$ cat src/rtl/csdec_pkg.sv
package csdec_pkg;

  localparam int NDEV    = 3;
  localparam int IDX_ROM = 0;
  localparam int IDX_RAM = 1;
  localparam int IDX_IO  = 2;

  // devices that accept writes (ROM excluded)
  localparam logic [NDEV-1:0] WRITE_MASK = 3'b110;

  // extract the nb most significant bits of an aw-bit address
  function automatic int unsigned top_bits(input logic [31:0] a,
                                           input int unsigned aw,
                                           input int unsigned nb);
    logic [31:0] shifted;
    logic [31:0] mask;
    shifted = a >> (aw - nb);
    mask    = (32'd1 << nb) - 32'd1;
    return int'(shifted & mask);
  endfunction

  // window index to one-hot device select; both decoding modes share it
  function automatic logic [NDEV-1:0] window_to_sel(input int unsigned win);
    logic [NDEV-1:0] s;
    s = '0;
    case (win)
      0:       s[IDX_ROM] = 1'b1;
      1:       s[IDX_RAM] = 1'b1;
      2:       s[IDX_IO]  = 1'b1;
      default: s = '0;
    endcase
    return s;
  endfunction

endpackage

$ cat src/rtl/csdec_region.sv
module csdec_region
  import csdec_pkg::*;
#(
  parameter int ADDR_W  = 16,
  parameter int OFFS_W  = 13,
  parameter bit PARTIAL = 1'b0
) (
  input  logic [ADDR_W-1:0] addr_i,
  output logic [NDEV-1:0]   sel_o,
  output logic              rsvd_o,
  output logic [OFFS_W-1:0] offset_o
);
  localparam int FULL_BITS = ADDR_W - OFFS_W;
  // partial decoding drops the lowest block-select bit
  localparam int WIN_BITS  = PARTIAL ? FULL_BITS - 1 : FULL_BITS;

  logic [31:0] addr_ext;
  int unsigned win;

  assign addr_ext = 32'(addr_i);

  always_comb begin
    win    = top_bits(addr_ext, ADDR_W, WIN_BITS);
    sel_o  = window_to_sel(win);
    rsvd_o = (sel_o == '0);
  end

  assign offset_o = addr_i[OFFS_W-1:0];

endmodule

$ cat src/rtl/csdec_fault.sv
module csdec_fault
  import csdec_pkg::*;
(
  input  logic            en_i,
  input  logic            rd_n_i,
  input  logic            wr_n_i,
  input  logic [NDEV-1:0] sel_i,
  input  logic            rsvd_i,
  output logic            rsvd_acc_o,
  output logic            rom_wr_err_o,
  output logic            conflict_o
);
  logic any_strobe;

  assign any_strobe   = ~rd_n_i | ~wr_n_i;
  assign conflict_o   = en_i & ~rd_n_i & ~wr_n_i;
  assign rom_wr_err_o = en_i & ~wr_n_i & sel_i[IDX_ROM];
  assign rsvd_acc_o   = en_i & rsvd_i & any_strobe;

endmodule

$ cat src/rtl/csdec_gate.sv
module csdec_gate
  import csdec_pkg::*;
#(
  parameter int              N      = NDEV,
  parameter logic [NDEV-1:0] WR_OK  = WRITE_MASK
) (
  input  logic [N-1:0] sel_i,
  input  logic         en_i,
  input  logic         rd_n_i,
  input  logic         wr_n_i,
  input  logic         block_i,
  output logic [N-1:0] cs_n_o,
  output logic [N-1:0] oe_n_o,
  output logic [N-1:0] we_n_o
);
  for (genvar g = 0; g < N; g++) begin : g_dev
    logic cs_act;
    assign cs_act    = en_i & sel_i[g];
    assign cs_n_o[g] = ~cs_act;
    assign oe_n_o[g] = ~(cs_act & ~rd_n_i & ~block_i);
    if (WR_OK[g]) begin : g_wr
      assign we_n_o[g] = ~(cs_act & ~wr_n_i & ~block_i);
    end else begin : g_ro
      assign we_n_o[g] = 1'b1;
    end
  end

endmodule

$ cat src/rtl/bus_cs_decoder.sv
module bus_cs_decoder
  import csdec_pkg::*;
#(
  parameter int ADDR_W         = 16,
  parameter int OFFS_W         = 13,
  parameter bit PARTIAL_DECODE = 1'b0
) (
  input  logic [ADDR_W-1:0] addr,
  input  logic              dec_en,
  input  logic              rd_n,
  input  logic              wr_n,
  output logic              rom_cs_n,
  output logic              ram_cs_n,
  output logic              io_cs_n,
  output logic              rom_oe_n,
  output logic              ram_oe_n,
  output logic              io_oe_n,
  output logic              rom_we_n,
  output logic              ram_we_n,
  output logic              io_we_n,
  output logic [OFFS_W-1:0] offset,
  output logic              rsvd_acc,
  output logic              rom_wr_err,
  output logic              strobe_conflict
);
  logic [NDEV-1:0] sel;
  logic            rsvd;
  logic [NDEV-1:0] cs_n_v;
  logic [NDEV-1:0] oe_n_v;
  logic [NDEV-1:0] we_n_v;
  logic            conflict;
  logic            rsvd_hit;
  logic            rom_err;

  csdec_region #(
    .ADDR_W (ADDR_W),
    .OFFS_W (OFFS_W),
    .PARTIAL(PARTIAL_DECODE)
  ) region_i (
    .addr_i  (addr),
    .sel_o   (sel),
    .rsvd_o  (rsvd),
    .offset_o(offset)
  );

  csdec_fault fault_i (
    .en_i        (dec_en),
    .rd_n_i      (rd_n),
    .wr_n_i      (wr_n),
    .sel_i       (sel),
    .rsvd_i      (rsvd),
    .rsvd_acc_o  (rsvd_hit),
    .rom_wr_err_o(rom_err),
    .conflict_o  (conflict)
  );

  csdec_gate #(
    .N    (NDEV),
    .WR_OK(WRITE_MASK)
  ) gate_i (
    .sel_i  (sel),
    .en_i   (dec_en),
    .rd_n_i (rd_n),
    .wr_n_i (wr_n),
    .block_i(conflict),
    .cs_n_o (cs_n_v),
    .oe_n_o (oe_n_v),
    .we_n_o (we_n_v)
  );

  assign rom_cs_n        = cs_n_v[IDX_ROM];
  assign ram_cs_n        = cs_n_v[IDX_RAM];
  assign io_cs_n         = cs_n_v[IDX_IO];
  assign rom_oe_n        = oe_n_v[IDX_ROM];
  assign ram_oe_n        = oe_n_v[IDX_RAM];
  assign io_oe_n         = oe_n_v[IDX_IO];
  assign rom_we_n        = we_n_v[IDX_ROM];
  assign ram_we_n        = we_n_v[IDX_RAM];
  assign io_we_n         = we_n_v[IDX_IO];
  assign rsvd_acc        = rsvd_hit;
  assign rom_wr_err      = rom_err;
  assign strobe_conflict = conflict;

  // Settled-value checks relating outputs of separate sub-blocks
  always_comb begin
    a_r3_cs_exclusive: assert ($countones(~cs_n_v) <= 1)
      else $error("R3: more than one chip select active");
    a_r2_rsvd_no_cs: assert (!rsvd_hit || (&cs_n_v))
      else $error("R2: chip select active during unmapped access");
    a_r4_disabled_idle: assert (dec_en ||
        ((&cs_n_v) && (&oe_n_v) && (&we_n_v) && !rsvd_hit && !rom_err && !conflict))
      else $error("R4: activity while decoder disabled");
    a_r11_conflict_blocks: assert (!conflict || ((&oe_n_v) && (&we_n_v)))
      else $error("R11: strobe enabled during conflict");
    a_r9_rom_err_selects_rom: assert (!rom_err || (!cs_n_v[IDX_ROM] && (&we_n_v)))
      else $error("R9: ROM write error without ROM select or with a write enable");
    a_r5_oe_within_cs: assert (((~oe_n_v) & cs_n_v) == '0)
      else $error("R5: output enable without chip select");
    a_r6_we_within_cs: assert (((~we_n_v) & cs_n_v) == '0)
      else $error("R6: write enable without chip select");
  end

endmodule

$ cat config.mk
export PLATFORM = sky130hd
export DESIGN_NAME = bus_cs_decoder
export DESIGN_NICKNAME = d
export VERILOG_FILES = /design/src/rtl/csdec_pkg.sv /design/src/rtl/csdec_region.sv /design/src/rtl/csdec_fault.sv /design/src/rtl/csdec_gate.sv /design/src/rtl/bus_cs_decoder.sv
export SDC_FILE = /design/constraint.sdc
export NUM_CORES = 1
export LEC_CHECK = 0
export BUFFER_PORTS_ARGS = -buffer_cell sky130_fd_sc_hd__buf_2
export CORE_AREA = 2 2 39 41
export DETAILED_ROUTE_END_ITERATION = 10
export DIE_AREA = 0 0 41 43
export PLACE_DENSITY = 0.71
export SETUP_SLACK_MARGIN = 0.1
export SYNTH_ARGS = -nofsm -noshare
export SYNTH_HDL_FRONTEND = slang
export SYNTH_HIERARCHICAL = 1
export SYNTH_SLANG_ARGS = --single-unit
$ cat constraint.sdc
create_clock -name vclk -period 1
set_clock_uncertainty 0.1 [all_clocks]
set_input_delay 0.1 -clock vclk [all_inputs]
set_output_delay 0.1 -clock vclk [all_outputs]
set_load 0.03 [all_outputs]
==> results.cfg <==
[power_and_ir_drop]
internal_power_w = 0.000111
pwr-share-comb_pct = 100.0
powerDensity_mw_per_mm2 = 351
p_leak_nw = 0.214
ir_worst_vdd_v = 0.000143
switching_power_w = 0.0000861
p_total_w = 0.000197
power.switching_fraction_pct = 43.6
p_seq_share_pct = 0
p_clk_share_pct = 0

[sta]
period_share_pct = 102
slew_violations = 0
whs_ns = 0.100
setup_slack_ns = -0.0201
hold_viol = 0
fmax_mhz = 980
period_minus_slack_ns = 1.02
setup_viol = 5
rsz0062_at_grt = true

[place]
postPlaceCellArea_sq_um = 395
port_buffers = 17
dp_hpwl_microns = 473
dpl_worst_slack_ns = -0.105
place_congestion = 0.644
dp.cells = 57

[layout]
n_fill_cell = 137
drive_gt1_share_pct = 95.2
nets = 63
final_cell_count_no_fill = 58
ff_latch_area_sq_um = 0
clkbuf_count = 0
nFlopsAndLatches = 0
area_growth_pct = 139
stdcell_area_sq_um = 562
antennaDiodeCount = 0

[detailed_routing]
drc = 0
wirelength_microns = 597
drt_iter0_drc = 1
via_per_inst = 4.14
vias = 240
first_pass_iters = 2
wire_per_inst_microns = 10.3
ant_nets = 0

[global_route]
grt_pass1_wl_microns = 897
grt_usage_pct = 6.81
grt_max_degree = 11
grt-ovfl-total = 0
antenna_found_initial = 0
first_global_vias = 214

[synthesis]
synth_area_per_cell_sq_um = 7.59
synth_warnings = 6
synth_area_sq_um = 235
synth_cell_types = 10
seq_area_frac_synth_pct = 0
synth-simple-area-share_pct = 47.9
synth_compound_area_share_pct = 5.85
synth_adder_area_share_pct = 0
synth_xor_area_share_pct = 0
synth_top_family_by_area = simple AND/OR/NAND/NOR gates
synth_fp_nets = 50
muxShareOfSynthArea_pct = 0
netlist_instances = 31

[flow_run]
max_cap_viol_count = 0

[run_status]
failed_checks = setup timing
status = finished with violations

[floorplanning]
start_util_pct = 17.0
die_w_microns = 41
die_h_microns = 43
core_sq_mm = 0.00138
io-pin-count = 44
dieArea_sq_mm = 0.00176
row_count = 14

[critical_path]
crit_path_cell_trace = buf_6 -> nor3b_4 -> nand4bb_4 -> buf_6
critical_path_class = primary input to output pin
crit_required_ns = 0.80
cpPeakStageDelay_ns = 0.29
cp-start-kind = primary input
cpMaxStageDelayCell = nor3b_4
crit_path_end_kind = output pin
critical_path_arrival_ns = 0.82
critPathMaxFanout = 6
path_common_cell = buf_6

[min_path]
hold_path_class = primary input to output pin
==> cells by family after synthesis <==
group           Yosys count
simple gates             14
other cells               1
compound gates            2
buf+inv                  14
==> final cells by class <==
class	instances	area (sq um)	share of cell area [%]
Multi-Input combinational cell	17	258	45.9
Tap cell	16	20.0	3.56
Timing Repair Buffer	25	284	50.6
==> per-layer routing <==
layer / routed length (microns) / vias to the layer above / part of all wire [%] / GRT usage (%)
li1: - / 116 / - / -
met1: 207 / 110 / 35 / 9.58
met2: 314 / 12 / 53 / 10.9
met3: 71 / 2 / 12 / 1.05
met4: 4 / 0 / 0.67 / 0.667
met5: 0 / - / 0 / 0
==> what timing repair did <==
item	4_1_cts	5_1_grt
setup buffers	1	0
hold buffers	0	0
resized for setup	31	13
setup endpoints to repair	11	11
pin swaps	10	7
==> cells in the final DEF, fill, tap and decap left out <==
master	n
nand4bb_4	5
a21o_2	1
and3b_2	1
buf_4	6
conb_1	1
nor3b_2	1
nand2_1	1
buf_12	2
nand2_2	3
nor3_4	1
buf_6	15
buf_8	2
nor3b_4	2
a21oi_2	1
==> power by group through the flow <==
stage,combinational [W],clock (W),sequential (W)
after floorplan,0.000175,0,0
after global placement,0.000140,0,0
after detailed placement,0.000141,0,0
after CTS,0.000175,0,0
after global routing,0.000208,0,0
final,0.000197,0,0
==> worst paths after layout <==
| path | to | depth (start not counted) | startpoint | slack (ns) |
|---|---|---|---|---|
| max | io_oe_n | 4 | rd_n | -0.02 |
| min | offset[6] | 0 | addr[6] | 0.10 |
==> worst max-delay path, delay by kind of cell <==
kind	cells	cell delay (ns)
buffers and inverters	2	0.23
and+or+nand+nor	2	0.49
==> per-stage QoR <==
| step | setup TNS (ns) | utilization [%] |
|---|---|---|
| 2_1_floorplan | -0.119 | - |
| 3_3_place_gp | -0.625 | 28.6 |
| 3_5_place_dp | -0.657 | 28.6 |
| 4_1_cts | -0.185 | 36.8 |
| 5_1_grt | -0.373 | 40.6 |
| 6_report | -0.0928 | 40.6 |
==> cell usage after synthesis, drive strengths merged <==
cell type | instances | area share (%)
nand4bb | 5 | 24
nor3 | 1 | 2.1
conb | 1 | 1.6
nor3b | 3 | 12
a21oi | 1 | 2.1
buf | 14 | 45
nand2 | 4 | 6.4
and3b | 1 | 3.7
a21o | 1 | 3.7
(Power assumes the default switching activity.)
